## src/rtl/amb_pkg.sv

```systemverilog
package amb_pkg;

    typedef enum logic [2:0] {
        PH_IDLE  = 3'd0,
        PH_SETUP = 3'd1,
        PH_STRB1 = 3'd2,
        PH_WAIT  = 3'd3,
        PH_STRB2 = 3'd4,
        PH_HOLD  = 3'd5,
        PH_GAP   = 3'd6
    } phase_e;

    localparam int BUS_W = 16;

endpackage

```

## src/rtl/amb_lane_map.sv

```systemverilog
module amb_lane_map
    import amb_pkg::*;
(
    input  logic [BUS_W-1:0] host_wdata,
    input  logic [1:0]       host_be,
    input  logic [BUS_W-1:0] bus_rdata,
    output logic [BUS_W-1:0] bus_wdata,
    output logic [1:0]       bus_lane_en,
    output logic [BUS_W-1:0] host_rdata
);
    localparam int HALF = BUS_W / 2;

    // Host order keeps the even byte low; the bus keeps it high.
    always_comb begin
        bus_wdata   = {host_wdata[HALF-1:0], host_wdata[BUS_W-1:HALF]};
        bus_lane_en = {host_be[0], host_be[1]};
        host_rdata  = {bus_rdata[HALF-1:0], bus_rdata[BUS_W-1:HALF]};
    end

endmodule

```

## src/rtl/amb_phase_ctl.sv

```systemverilog
module amb_phase_ctl
    import amb_pkg::*;
#(
    parameter int SETUP_W = 4,
    parameter int WAIT_W  = 4,
    parameter int HOLD_W  = 4,
    parameter int IDLE_W  = 3
) (
    input  logic               clk,
    input  logic               rst_n,
    input  logic               start,
    input  logic               start_wr,
    input  logic [SETUP_W-1:0] cfg_setup,
    input  logic [WAIT_W-1:0]  cfg_wait,
    input  logic [HOLD_W-1:0]  cfg_hold,
    input  logic [IDLE_W-1:0]  cfg_idle,
    input  logic               cfg_wait_mask,
    input  logic               ext_wait,
    output phase_e             phase,
    output logic               is_write
);
    localparam int MAX_A = (SETUP_W > WAIT_W) ? SETUP_W : WAIT_W;
    localparam int MAX_B = (HOLD_W > IDLE_W) ? HOLD_W : IDLE_W;
    localparam int CNT_W = (MAX_A > MAX_B) ? MAX_A : MAX_B;

    typedef struct packed {
        phase_e              ph;
        logic                wr;
        logic [CNT_W-1:0]    cnt;
        logic [WAIT_W-1:0]   tw;
        logic [HOLD_W-1:0]   tf;
        logic [IDLE_W-1:0]   gap;
        logic                mask;
    } ctl_t;

    ctl_t s_q, s_d;
    logic stretch;

    always_comb begin
        s_d     = s_q;
        stretch = !s_q.mask && ext_wait;
        case (s_q.ph)
            PH_IDLE: begin
                if (start) begin
                    s_d.wr   = start_wr;
                    s_d.tw   = cfg_wait;
                    s_d.tf   = cfg_hold;
                    s_d.gap  = cfg_idle;
                    s_d.mask = cfg_wait_mask;
                    if (cfg_setup != '0) begin
                        s_d.ph  = PH_SETUP;
                        s_d.cnt = CNT_W'(cfg_setup) - CNT_W'(1);
                    end else begin
                        s_d.ph = PH_STRB1;
                    end
                end
            end
            PH_SETUP: begin
                if (s_q.cnt == '0) s_d.ph = PH_STRB1;
                else s_d.cnt = s_q.cnt - CNT_W'(1);
            end
            PH_STRB1: begin
                if (s_q.tw != '0) begin
                    s_d.ph  = PH_WAIT;
                    s_d.cnt = CNT_W'(s_q.tw) - CNT_W'(1);
                end else if (stretch) begin
                    s_d.ph  = PH_WAIT;
                    s_d.cnt = '0;
                end else begin
                    s_d.ph = PH_STRB2;
                end
            end
            PH_WAIT: begin
                if (s_q.cnt != '0) s_d.cnt = s_q.cnt - CNT_W'(1);
                else if (!stretch) s_d.ph = PH_STRB2;
            end
            PH_STRB2, PH_HOLD: begin
                if (s_q.ph == PH_STRB2 && s_q.tf != '0) begin
                    s_d.ph  = PH_HOLD;
                    s_d.cnt = CNT_W'(s_q.tf) - CNT_W'(1);
                end else if (s_q.ph == PH_HOLD && s_q.cnt != '0) begin
                    s_d.cnt = s_q.cnt - CNT_W'(1);
                end else if (s_q.wr && s_q.gap != '0) begin
                    s_d.ph  = PH_GAP;
                    s_d.cnt = CNT_W'(s_q.gap) - CNT_W'(1);
                end else begin
                    s_d.ph = PH_IDLE;
                end
            end
            PH_GAP: begin
                if (s_q.cnt == '0) s_d.ph = PH_IDLE;
                else s_d.cnt = s_q.cnt - CNT_W'(1);
            end
            default: s_d.ph = PH_IDLE;
        endcase
    end

    always_ff @(posedge clk or negedge rst_n) begin
        if (!rst_n) begin
            s_q    <= '0;
            s_q.ph <= PH_IDLE;
        end else begin
            s_q <= s_d;
        end
    end

    assign phase    = s_q.ph;
    assign is_write = s_q.wr;

endmodule

```

## src/rtl/amb_seq.sv

```systemverilog
module amb_seq
    import amb_pkg::*;
#(
    parameter int ADDR_W  = 24,
    parameter int SETUP_W = 4,
    parameter int WAIT_W  = 4,
    parameter int HOLD_W  = 4,
    parameter int IDLE_W  = 3
) (
    input  logic               clk,
    input  logic               rst_n,
    input  logic [SETUP_W-1:0] cfg_setup,
    input  logic [WAIT_W-1:0]  cfg_wait,
    input  logic [HOLD_W-1:0]  cfg_hold,
    input  logic [IDLE_W-1:0]  cfg_idle,
    input  logic               cfg_wait_mask,
    input  logic               req_valid,
    input  logic               req_write,
    input  logic [ADDR_W-1:1]  req_addr,
    input  logic [15:0]        req_wdata,
    input  logic [1:0]         req_be,
    output logic               req_ready,
    output logic               rsp_done,
    output logic [15:0]        rsp_rdata,
    output logic               bus_cs_n,
    output logic [ADDR_W-1:1]  bus_addr,
    output logic               bus_rd_n,
    output logic [1:0]         bus_we_n,
    output logic [15:0]        bus_dout,
    output logic               bus_doe,
    input  logic [15:0]        bus_din,
    input  logic               bus_wait
);
    typedef struct packed {
        logic [ADDR_W-1:1] addr;
        logic [BUS_W-1:0]  wbus;
        logic [1:0]        lane;
        logic [BUS_W-1:0]  rdata;
        logic              done;
    } dat_t;

    dat_t   d_q, d_d;
    phase_e phase;
    logic   is_write;
    logic   accept;
    logic   strobe_on;
    logic   cs_on;
    logic [BUS_W-1:0] map_wdata;
    logic [BUS_W-1:0] map_rdata;
    logic [1:0]       map_lane;

    assign accept = req_valid && (phase == PH_IDLE);

    amb_phase_ctl #(
        .SETUP_W(SETUP_W), .WAIT_W(WAIT_W), .HOLD_W(HOLD_W), .IDLE_W(IDLE_W)
    ) u_ctl (
        .clk           (clk),
        .rst_n         (rst_n),
        .start         (accept),
        .start_wr      (req_write),
        .cfg_setup     (cfg_setup),
        .cfg_wait      (cfg_wait),
        .cfg_hold      (cfg_hold),
        .cfg_idle      (cfg_idle),
        .cfg_wait_mask (cfg_wait_mask),
        .ext_wait      (bus_wait),
        .phase         (phase),
        .is_write      (is_write)
    );

    amb_lane_map u_lane (
        .host_wdata  (req_wdata),
        .host_be     (req_be),
        .bus_rdata   (bus_din),
        .bus_wdata   (map_wdata),
        .bus_lane_en (map_lane),
        .host_rdata  (map_rdata)
    );

    always_comb begin
        d_d      = d_q;
        d_d.done = (phase == PH_STRB2);
        if (accept) begin
            d_d.addr = req_addr;
            d_d.wbus = map_wdata;
            d_d.lane = map_lane;
        end
        if (phase == PH_STRB2 && !is_write) d_d.rdata = map_rdata;
    end

    always_ff @(posedge clk or negedge rst_n) begin
        if (!rst_n) d_q <= '0;
        else        d_q <= d_d;
    end

    always_comb begin
        strobe_on = (phase == PH_STRB1) || (phase == PH_WAIT) || (phase == PH_STRB2);
        cs_on     = strobe_on || (phase == PH_SETUP) || (phase == PH_HOLD);
        req_ready = (phase == PH_IDLE);
        rsp_done  = d_q.done;
        rsp_rdata = d_q.rdata;
        bus_cs_n  = !cs_on;
        bus_addr  = d_q.addr;
        bus_rd_n  = !(strobe_on && !is_write);
        bus_we_n  = ~(d_q.lane & {2{strobe_on && is_write}});
        bus_doe   = is_write && cs_on && (phase != PH_SETUP);
        bus_dout  = d_q.wbus;
    end

endmodule

```

## config.mk

```make
export PLATFORM = sky130hd
export DESIGN_NAME = amb_seq
export DESIGN_NICKNAME = d
export VERILOG_FILES = /design/src/rtl/amb_pkg.sv /design/src/rtl/amb_lane_map.sv /design/src/rtl/amb_phase_ctl.sv /design/src/rtl/amb_seq.sv
export SDC_FILE = /design/constraint.sdc
export NUM_CORES = 1
export LEC_CHECK = 0
export BUFFER_PORTS_ARGS = -buffer_cell sky130_fd_sc_hd__buf_2
export CAP_MARGIN = 20
export CORE_UTILIZATION = 54
export DETAILED_ROUTE_END_ITERATION = 10
export GPL_TIMING_DRIVEN = 0
export PLACE_DENSITY = 0.95
export SYNTH_ARGS = -nofsm -noshare
export SYNTH_HDL_FRONTEND = slang
export SYNTH_SLANG_ARGS = --single-unit
export TNS_END_PERCENT = 30
```

## constraint.sdc

```tcl
create_clock -name clk -period 3.2 [get_ports clk]
set_input_delay 0 -clock clk [delete_from_list [all_inputs] [get_ports clk]]
set_output_delay 0 -clock clk [all_outputs]
set_load 0.005 [all_outputs]
```

# After elaboration in Yosys (flattened, before gate mapping)

Cells that the tools add are included.

Memories kept: 0
Output and inout bits: 62
Bits in read-only memories: 0
Bits in latches: 0
Bits in writable memories: 0
Flip-flop bits (word level): 78

Bitwise operators: 2
Divide/modulo/power cells: 0
Multiplexer cells: 21
Shift-type cells: 0
Order comparisons: 0
$add $sub $neg: 5
Multiply operators: 0
Reductions and logical operators: 31
Equal/unequal tests: 18

Operators with widths:

| operator            | count |
|---|---|
| $mux 4              | 8 |
| $mux 3              | 9 |
| $mux 20             | 1 |
| $pmux 4 s5          | 1 |
| $pmux 3 s6          | 1 |
| $reduce_bool 4->1   | 4 |
| $sub 4x1->4 const B | 4 |
| $logic_and 1x1->1   | 10 |
| $ne 2x1->1 const B  | 5 |
| $eq 3x3->1 const B  | 3 |
| $reduce_and 7->1    | 1 |
| $eq 3x2->1 const B  | 2 |
| $ne 2x2->1 const B  | 3 |
| $ne 3x1->1 const B  | 2 |
| $reduce_and 6->1    | 1 |
| $reduce_bool 5->1   | 1 |
| $logic_not 1->1     | 4 |
| $logic_not 4->1     | 1 |
| $logic_or 1x1->1    | 4 |
| $ne 4x1->1 const B  | 1 |
| $reduce_or 2->1     | 2 |
| $sub 3x1->4 const B | 1 |
| $eq 3x1->1 const B  | 1 |
| $logic_not 3->1     | 1 |
| 6 further kinds     | 6 |

# Depth between registers and ports, before layout

Gate-level depths: netlist of run 1.

Depth after elaboration: 7
Gate-level depth with buffers: 8
Gate-level depth less buffers: 7

# Modules after synthesis

From an unflattened synthesis of run 1, not the netlist that was laid out.

Cells, all modules: 392
Area, all modules: 4528.1 µm²

By module, submodules not included:

| module        | sequential area each (µm²) | times used | area each (µm²) | cells an instance |
|---|---|---|---|---|
| amb_seq       | 1451.4                     | 1          | 2685.1          | 187 |
| amb_phase_ctl | 500.5                      | 1          | 1587.8          | 171 |
| amb_lane_map  | 0.0                        | 1          | 255.2           | 34 |

# Least setup slack after synthesis of run 1

Ideal clock, no wire load.

Path type: register -> register
Start point: reg u_ctl.s_q, in the netlist u_ctl.phase[0]
End point: reg u_ctl.s_q[12] (netlist name)
Library setup time: 0.125 ns
Arrival time: 1.924 ns
Period minus slack after synthesis: 2.049 ns
Stages on the path, launching flop included: 8
Buffers on the path: 3
Slack: 1.151 ns
Path through: dfrtp_1 -> buf_2 -> or3b_1 -> buf_2 -> or2_0 -> buf_4 -> a41oi_4 -> mux2_2

Cells in the longest elaborated chain, start to end: 5
Elaborated cells between the ends (all ways): 23
Those cells by class: eq/ne: 12; mux: 3; reduce/logical: 8

RTL lines:

| what              | RTL line                                 | source |
|---|---|---|
| start, declared   | amb_phase_ctl.sv:36                      | `ctl_t s_q, s_d;` |
| $eq 3x3->1        | amb_phase_ctl.sv:42, amb_phase_ctl.sv:81 |  |
| $logic_and 1x1->1 | amb_phase_ctl.sv:81                      | `end else if (s_q.ph == PH_HOLD && s_q.cnt != '0) begin` |
| $mux 4            | amb_phase_ctl.sv:81                      |  |
| $mux 4            | amb_phase_ctl.sv:78                      | `if (s_q.ph == PH_STRB2 && s_q.tf != '0) begin` |
| $pmux 4 s5        | amb_phase_ctl.sv:42                      | `case (s_q.ph)` |

Several ways; a longest one is shown, not always the timed one.
A chain may end at the register's enable or synchronous reset.

# Worst setup path in the final report of run 1

Start point: reg u_ctl.s_q[12] (netlist name)
End point: reg u_ctl.s_q[13] (netlist name)

Cells in the longest elaborated chain, start to end: 5
Elaborated cells between the ends (all ways): 13
Those cells by class: add/sub: 1; eq/ne: 3; mux: 5; reduce/logical: 4

RTL lines:

| what |
|---|
| branches (longest 5 deep; another with $sub 4x1->4) |

Parallel ways; which one is timed is not known. The select of a mux whose other input is x is not followed.

==> results of run 1 <==
path summary, 6_finish.rpt:
| check | from | to | depth (start not counted) |
|---|---|---|---|
| setup reg to reg | u_ctl.s_q[12]$_DFFE_PN0P_ | u_ctl.s_q[13]$_DFFE_PN0P_ | 7 |
| setup / recovery | u_ctl.s_q[12]$_DFFE_PN0P_ | u_ctl.s_q[13]$_DFFE_PN0P_ | 7 |
| hold reg to reg | bus_dout[11]$_DFFE_PN0N_ | bus_dout[11]$_DFFE_PN0N_ | 2 |
| hold / removal | rst_n | rsp_rdata[3]$_DFFE_PN0P_ | 2 |
| min in group clk | cfg_setup[3] | u_ctl.phase[0]$_DFFE_PN0P_ | 4 |
| max in group asynchronous | rst_n | u_ctl.s_q[5]$_DFFE_PN0P_ | 3 |
layout make-up:
type / instances / area share
well taps: 99 / 0.0212
repair buffers: 211 / 0.246
multi-input cells: 284 / 0.273
clock inverters: 7 / 0.0109
flip-flops and latches: 78 / 0.334
inverters: 13 / 0.00836
plain buffers: 75 / 0.0851
clock buffers: 9 / 0.0212
kinds of logic (layout without fill, tap and decap cells):
logic type      after synthesis  after routing  synth area share
mux                          20             20            0.0551
fa+ha+maj                     9              9            0.0275
compound gates               40             40            0.0722
simple gates                205            205             0.213
xor+xnor                     10             10            0.0214
buf+inv                      88            315             0.133
flops                        78             78             0.477
registers in the layout, summed over array words and instances (netlist names):
signal,flops
bus_dout,16
d_q,2
rsp_done,1
u_ctl.phase,3
bus_addr,23
u_ctl.is_write,1
u_ctl.s_q,16
rsp_rdata,16
routing by layer:
| layer | vias up | GRT usage | routed length, µm |
|---|---|---|---|
| met5 | - | 0 | 0 |
| met4 | 0 | 0.173 | 532 |
| met3 | 54 | 0.0693 | 895 |
| met2 | 231 | 0.625 | 6820 |
| met1 | 1937 | 0.356 | 4850 |
| li1 | 1851 | - | - |
synthesized netlist by cell type (7+ instances only):
master	instances	area, µm²
nor2_1	11	41.3
clkbuf_1	14	52.6
ha_1	9	113
xor2_1	7	61.3
inv_1	13	48.8
o21ai_0	15	75.1
dfrtp_1	78	1950
mux2_2	20	225
nor3_1	9	45.0
buf_4	56	420
nand2_1	158	593
power by group:
part           internal [mW]  total (mW)  switching (mW)
clock network          0.299       0.726           0.427
logic                   1.36        2.64            1.28
registers               1.45        1.81           0.361
timing repair:
item,CTS,global route
buffers inserted,0,0
hold buffers,71,0
endpoints found under the hold margin,148,0
==> results.cfg, run 1 <==
[clocking]
cts_buffer_depth = 2
cts_resized = 0
cts_buffers = 9
cts_sinks = 78
clk_latency_ns = 0.37
cts_max_level = 3
cts_tree = done
cts_root_buffer = clkbuf_8
cts.clk_slew.worst_paths_ns = 0.09

[timing]
fin_ws_ns = 0.707
slew_headroom = 0.345
hold_viol = 0
period_needed_ns = 2.49
fmax_mhz = 401
slew_violations = 0
finalSetupViolations = 0
period_share = 0.779
rsz0062_at_grt = no
skew_ns = 0.0242
tns_ns = 0
whs_ns = 0.0596
worstMarginPinSlew_ns = 0.980

[placed_design]
gp_congestion = 0.869
dpl-instance-area_um2 = 4940
io_buffers = 139
place_inst = 689
dp_hpwl_um = 7520
dp_worst_setup_slack_ns = 0.747

[power_and_ir_drop]
irDropWorstVdd_v = 0.000501
power_density_nw_per_um2 = 887
leakage_nw = 3.09
power_mw = 5.18

[drt]
routedWlPerCell_um = 16.9
drtIter0Drc = 282
drtAntennaViolNets = 0
detail_route.first_pass.iterations = 5
finalWirelength_um = 13100
drc = 0
vias = 4073
via_per_inst = 5.25

[worst_setup_path]
path_class = reg -> reg
critical_path.max_fanout = 9
r2r_setup_slack_ns = 0.71
crit_buf_inv = 1
end_kind = flip-flop
crit_family = simple AND/OR/NAND/NOR gates
cp-start-kind = flip-flop
crit_slowest_cell = nor3b_1
slowest_delay_ns = 0.79
crit_top_cell = o21ai_0
cp.required_ns = 3.44
critPathArrivalTime_ns = 2.74
path_cells = inv_1, ha_1, nor3b_1, o21ai_0, a31oi_1, o21ai_0, mux2_2

[global_route]
grt_first_pass_wirelength_um = 19600
track_usage = 0.335
grt.overflow.total = 0
antenna_found_initial = 0
grt_pass1_vias = 4182
grt_max_degree = 62

[logic_synthesis]
synth_cell_types = 43
syn_nets = 537
ys_warn_count = 0
synth_ff_type = dfrtp_1
syn-cell-area_um2 = 4090
syn_avg_cell_area_um2 = 9.09
synth_edf_count = 0
postSynth.asyncResetShare = 1.00
syn_inst = 450
synth_seq_cells = 78
seq_area_frac_synth = 0.477

[final_layout]
seqCellArea_um2 = 1950
final_cell_mix = 158 x nand2_1, 142 x buf_2, 78 x dfrtp_1, 71 x dlygate4sd3_1, 57 x buf_4
final_common_cell = nand2_1
fillers = 427
final_cell_count_no_fill = 776
multi_input_area_um2 = 1590
drive_gt1_frac = 0.359
stdcell_area_um2 = 5840
n_antenna_cell = 0
area_growth_pct = 42.7
post-route-util = 0.801
nNetsFinal = 759

[floorplanning]
die_area_um2 = 7930
die_w_um = 89.0
core_um2 = 7290
start_util = 0.561
dieHeight_um = 89.0
ioPinCount = 140
num_rows = 31

[flow_run]
maxCapViolCount = 0

[status]
outcome = completed

[hold_path]
min_path_type = in -> async
No activity file was read; power rests on OpenSTA's default activity.
==> run 2: changes to the inputs <==
--- a/config.mk
+++ b/config.mk
@@ -7,10 +7,10 @@
 export LEC_CHECK = 0
 export BUFFER_PORTS_ARGS = -buffer_cell sky130_fd_sc_hd__buf_2
 export CAP_MARGIN = 20
-export CORE_UTILIZATION = 54
+export CORE_UTILIZATION = 51
 export DETAILED_ROUTE_END_ITERATION = 10
 export GPL_TIMING_DRIVEN = 0
-export PLACE_DENSITY = 0.95
+export PLACE_DENSITY = 0.93
 export SYNTH_ARGS = -nofsm -noshare
 export SYNTH_HDL_FRONTEND = slang
 export SYNTH_SLANG_ARGS = --single-unit
==> constraint.sdc (replaced) <==
create_clock -name clk -period 2.49 [get_ports clk]
set_input_delay 0 -clock clk [delete_from_list [all_inputs] [get_ports clk]]
set_output_delay 0 -clock clk [all_outputs]
set_load 0.005 [all_outputs]
==> run 2 against run 1 <==
  * Flip-flop and latch count unchanged
  * Via count decreased by 2.8%
  * Total power rose by 28%
  * First-iteration DRC count fell by 42%
  * Final cell count up 0.39%
  * Clock-buffer cell count increased by 1
  * Critical path type unchanged
  * Largest power group unchanged
==> results.cfg, run 2 (synthesized netlist as in run 1, its figures left out) <==
[status]
outcome = completed

[final_layout]
nNetsFinal = 759
stdcell_area_um2 = 5860
multi_input_area_um2 = 1600
n_antenna_cell = 0
fillers = 470
final_cell_mix = 158 x nand2_1, 142 x buf_2, 78 x dfrtp_1, 71 x dlygate4sd3_1, 57 x buf_4
final_common_cell = nand2_1
largest_reg_flops = 23
seqCellArea_um2 = 1950
area_growth_pct = 43.2
drive_gt1_frac = 0.359

[timing]
finalSetupViolations = 0
period_share = 0.909
rsz0062_at_grt = no
slew_headroom = 0.636
worstMarginPinSlew_ns = 0.540
skew_ns = 0.0109
fmax_mhz = 442
period_needed_ns = 2.26
hold_viol = 0
tns_ns = 0
slew_violations = 0
fin_ws_ns = 0.227

[power_and_ir_drop]
p_sw_mw = 2.53
sequentialPowerShare = 0.346
leakage_nw = 3.10
p_comb_frac = 0.510
p_sw_frac = 0.383
clockPowerShare = 0.144
power_density_nw_per_um2 = 1130
irDropWorstVdd_v = 0.000597
p_int_mw = 4.08

[global_route]
grt_pass1_vias = 4126
grt_first_pass_wirelength_um = 19600
grt_max_degree = 73
track_usage = 0.301
antenna_found_initial = 0
grt.overflow.total = 0

[clocking]
cts_buffer_depth = 2
cts_root_buffer = clkbuf_8
cts_max_level = 3
cts.clk_slew.worst_paths_ns = 0.08
cts_tree = done
clk_latency_ns = 0.34
cts_buffers = 9
cts_sinks = 78

[floorplanning]
dieHeight_um = 91.6
start_util = 0.529
die_w_um = 91.6
num_rows = 32
die_area_um2 = 8380
ioPinCount = 140
core_um2 = 7730

[drt]
route.met2.wl_um = 6490
via_per_inst = 5.08
wl_met3_um = 754
vias = 3958
drtAntennaViolNets = 0
highest_layer = met4
routedWlPerCell_um = 16.0
wl_met1_um = 4820
drtIter0Drc = 163
drc = 0
finalWirelength_um = 12500
detail_route.first_pass.iterations = 5

[placed_design]
dp_worst_setup_slack_ns = 0.125
dpl-instance-area_um2 = 4940
io_buffers = 139
gp_congestion = 0.892
dp_hpwl_um = 7290

[worst_setup_path]
cp-start-kind = flip-flop
r2r_setup_slack_ns = 0.23
crit_slowest_cell = or4b_2
critPathArrivalTime_ns = 2.49
end_kind = flip-flop
path_class = reg -> reg
startpoint = u_ctl.phase[0]$_DFFE_PN0P_
path_cells = buf_2, or4b_2, clkbuf_1, buf_2, buf_1, nand2_1, nand2_1
worst_r2r_startpoint = u_ctl.phase[0]$_DFFE_PN0P_
slowest_delay_ns = 0.63
cp.required_ns = 2.72
critical_path.max_fanout = 10

[flow_run]
maxCapViolCount = 0

[hold_path]
min_path_type = in -> async
-- run 2: cell types whose count changed in the layout (fill, tap and decap cells not counted), sizes merged --
| cell | delta |
|---|---|
| clkinv | +2 |
| clkbuf | +1 |
| bufinv | +1 |
| inv | -3 |
| clkinvlp | -1 |
-- run 2: layer usage --
layer,vias to the layer above,global-route usage
met5,-,0
met4,0,0.120
met3,35,0.0461
met2,188,0.558
met1,1881,0.345
li1,1854,-
-- run 2: worst paths after layout --
kind	end	cells after the start
max in group asynchronous	u_ctl.s_q[1]$_DFFE_PN0P_	3
worst max register to register	bus_addr[6]$_DFFE_PN0N_	7
min in group clk	u_ctl.phase[0]$_DFFE_PN0P_	4
worst min register to register	bus_addr[23]$_DFFE_PN0N_	2
worst max-delay path	bus_addr[6]$_DFFE_PN0N_	7
worst min-delay path	rsp_rdata[2]$_DFFE_PN0P_	2
-- run 2: area by class of cell --
type | instances | share of cell area
clock buffers | 10 | 0.0218
multi-input cells | 284 | 0.273
plain buffers | 75 | 0.0848
repair buffers | 211 | 0.245
clock inverters | 6 | 0.0122
well taps | 102 | 0.0218
inverters | 13 | 0.00833
flip-flops and latches | 78 | 0.333
-- run 2: power groups by stage --
stage | registers, mW | clock network, mW | logic, mW
after floorplan | 2.15 | 0 | 2.22
after global placement | 2.22 | 0 | 3.05
after detailed placement | 2.27 | 0 | 3.13
after CTS | 2.25 | 0.965 | 3.24
after global routing | 2.36 | 1.01 | 3.69
final | 2.29 | 0.951 | 3.37
-- run 2: worst max-delay path, delay by kind of cell, from the launching register on --
| kind | cells | cell delay [ns] |
|---|---|---|
| buffers and inverters | 4 | 0.91 |
| AND/OR/NAND/NOR | 3 | 0.87 |
| flip-flops | 1 | 0.36 |
-- run 2: stage by stage --
step / hold slack (ns) / utilization / cells / total power [mW]
floorplan: -0.296 / - / 450 / 4.37
global placement: 0.189 / 0.636 / 691 / 5.27
detailed placement: -0.166 / 0.640 / 692 / 5.41
CTS: 0.0103 / 0.757 / 779 / 6.45
global route: 0.0363 / 0.758 / 779 / 7.06
finish: 0.0434 / 0.758 / 779 / 6.62
-- run 2: what timing repair did --
item | CTS | global route
hold buffers | 71 | 0
endpoints found under the setup margin | 0 | 4
resized for setup | 0 | 1
endpoints found under the hold margin | 148 | 0
setup buffers | 0 | 0
==> run 3: changes to the inputs <==
--- a/config.mk
+++ b/config.mk
@@ -11,6 +11,7 @@
 export DETAILED_ROUTE_END_ITERATION = 10
 export GPL_TIMING_DRIVEN = 0
 export PLACE_DENSITY = 0.93
+export REMOVE_ABC_BUFFERS = 1
 export SYNTH_ARGS = -nofsm -noshare
 export SYNTH_HDL_FRONTEND = slang
 export SYNTH_SLANG_ARGS = --single-unit
==> run 3 against run 2 <==
  * Via count down 9.5%
  * Worst hold slack improved by 0.025 ns
  * Setup slack got worse by 0.078 ns
  * Maximum frequency decreased by 3.3%
  * First-iteration DRC count up 2.5%
  * Die area unchanged
  * Design area fell by 8.2%
  * Global-route usage down 4.8 points
  * Critical path type unchanged
==> results.cfg, run 3 (synthesized netlist as in run 1, its figures left out) <==
[global_route]
antenna_found_initial = 0
grt_first_pass_wirelength_um = 16700
track_usage = 0.253
grt.overflow.total = 0
grt_max_degree = 53
grt_pass1_vias = 3698

[worst_setup_path]
critical_path.max_fanout = 19
path_class = reg -> reg
r2r-end = u_ctl.s_q[15]$_DFFE_PN0P_
cp.required_ns = 2.72
cp-start-kind = flip-flop
reg2regPathDepth = 4
critPathArrivalTime_ns = 2.57
worst_r2r_startpoint = u_ctl.phase[0]$_DFFE_PN0P_
timing.critical_path.to = u_ctl.s_q[15]$_DFFE_PN0P_
r2r_setup_slack_ns = 0.15
end_kind = flip-flop
startpoint = u_ctl.phase[0]$_DFFE_PN0P_

[timing]
tns_ns = 0
fmax_mhz = 427
rsz0062_at_grt = no
slew_violations = 0
fin_ws_ns = 0.148
hold_viol = 0
worstMarginPinSlew_ns = 0.787
slew_headroom = 0.475
finalSetupViolations = 0
skew_ns = 0.00899
period_needed_ns = 2.34
period_share = 0.940

[clocking]
clk_latency_ns = 0.34
cts_buffers = 9
cts_buffer_depth = 2
cts_max_level = 3
cts.clk_slew.worst_paths_ns = 0.09
cts_root_buffer = clkbuf_8
cts_tree = done
cts_sinks = 78

[drt]
vias = 3581
finalWirelength_um = 10200
drtAntennaViolNets = 0
detail_route.first_pass.iterations = 4
drc = 0
drtIter0Drc = 167
routedWlPerCell_um = 14.5
via_per_inst = 5.08

[floorplanning]
die_w_um = 91.6
num_rows = 32
dieHeight_um = 91.6
core_um2 = 7730
start_util = 0.529
die_area_um2 = 8380
ioPinCount = 140

[final_layout]
post-route-util = 0.696
final_cell_mix = 158 x nand2_1, 138 x buf_2, 77 x dfrtp_1, 71 x dlygate4sd3_1, 20 x mux2_2
drive_gt1_frac = 0.310
n_antenna_cell = 0
final_cell_count_no_fill = 705
fillers = 562
area_growth_pct = 31.4
final_common_cell = nand2_1
largest_reg_flops = 23
nNetsFinal = 685

[power_and_ir_drop]
leakage_nw = 2.80
power_density_nw_per_um2 = 1080
irDropWorstVdd_v = 0.000552

[status]
outcome = completed

[hold_path]
min_from = cfg_setup[3]
min_path_type = in -> reg

[flow_run]
maxCapViolCount = 0

[placed_design]
dp_worst_setup_slack_ns = -0.116
place_inst = 618
dp_hpwl_um = 6110
io_buffers = 139
gp_congestion = 0.927
run 3: power by group:
part / total, mW / internal, mW / switching (mW) / leakage [nW]
clock network: 0.877 / 0.374 / 0.503 / 0.0919
registers: 2.31 / 1.86 / 0.449 / 0.971
logic: 2.60 / 1.26 / 1.34 / 1.74
run 3: area by class of cell:
class	count	area, µm²	share of cell area
sequential	78	1950	0.363
inverter	13	48.8	0.00908
multi-input combinational	284	1600	0.298
clock buffer	9	124	0.0230
tap	102	128	0.0237
timing repair buffer	212	1460	0.272
clock inverter	7	55.1	0.0102
run 3: worst min path at each step:
stage,depth (start not counted),end,slack [ns]
after floorplan,0,bus_addr[10]$_DFFE_PN0N_,-0.30
after global placement,3,bus_dout[3]$_DFFE_PN0N_,0.19
after detailed placement,1,u_ctl.s_q[0]$_DFFE_PN0P_,-0.03
after CTS,4,u_ctl.phase[0]$_DFFE_PN0P_,0.04
after global routing,4,u_ctl.phase[0]$_DFFE_PN0P_,0.07
final,4,u_ctl.phase[0]$_DFFE_PN0P_,0.07
run 3: timing repair:
action	4_1_cts	5_1_grt
endpoints found under the setup margin	2	4
resized for setup	1	3
endpoints found under the hold margin	148	0
hold buffers	71	0
setup buffers	0	0
run 3: critical path: stages, from the launching register on:
cell,delay [ns]
dfrtp_1,0.57
or3b_1,0.54
or2_1,0.42
a41oi_4,0.33
mux2_2,0.36
run 3: stage by stage:
step	power [mW]	instance area, µm²	hold WS (ns)
2_1_floorplan	3.77	3590	-0.296
3_3_place_gp	4.56	4420	0.187
3_5_place_dp	4.76	4480	-0.0290
4_1_cts	5.73	5370	0.0446
5_1_grt	6.24	5380	0.0715
6_report	5.78	5380	0.0688
run 3: metal layers:
metal | part of all wire | track usage | up-vias
li1 | - | - | 1698
met1 | 0.40 | 0.281 | 1700
met2 | 0.51 | 0.454 | 151
met3 | 0.060 | 0.0528 | 32
met4 | 0.030 | 0.131 | 0
met5 | 0 | 0 | -
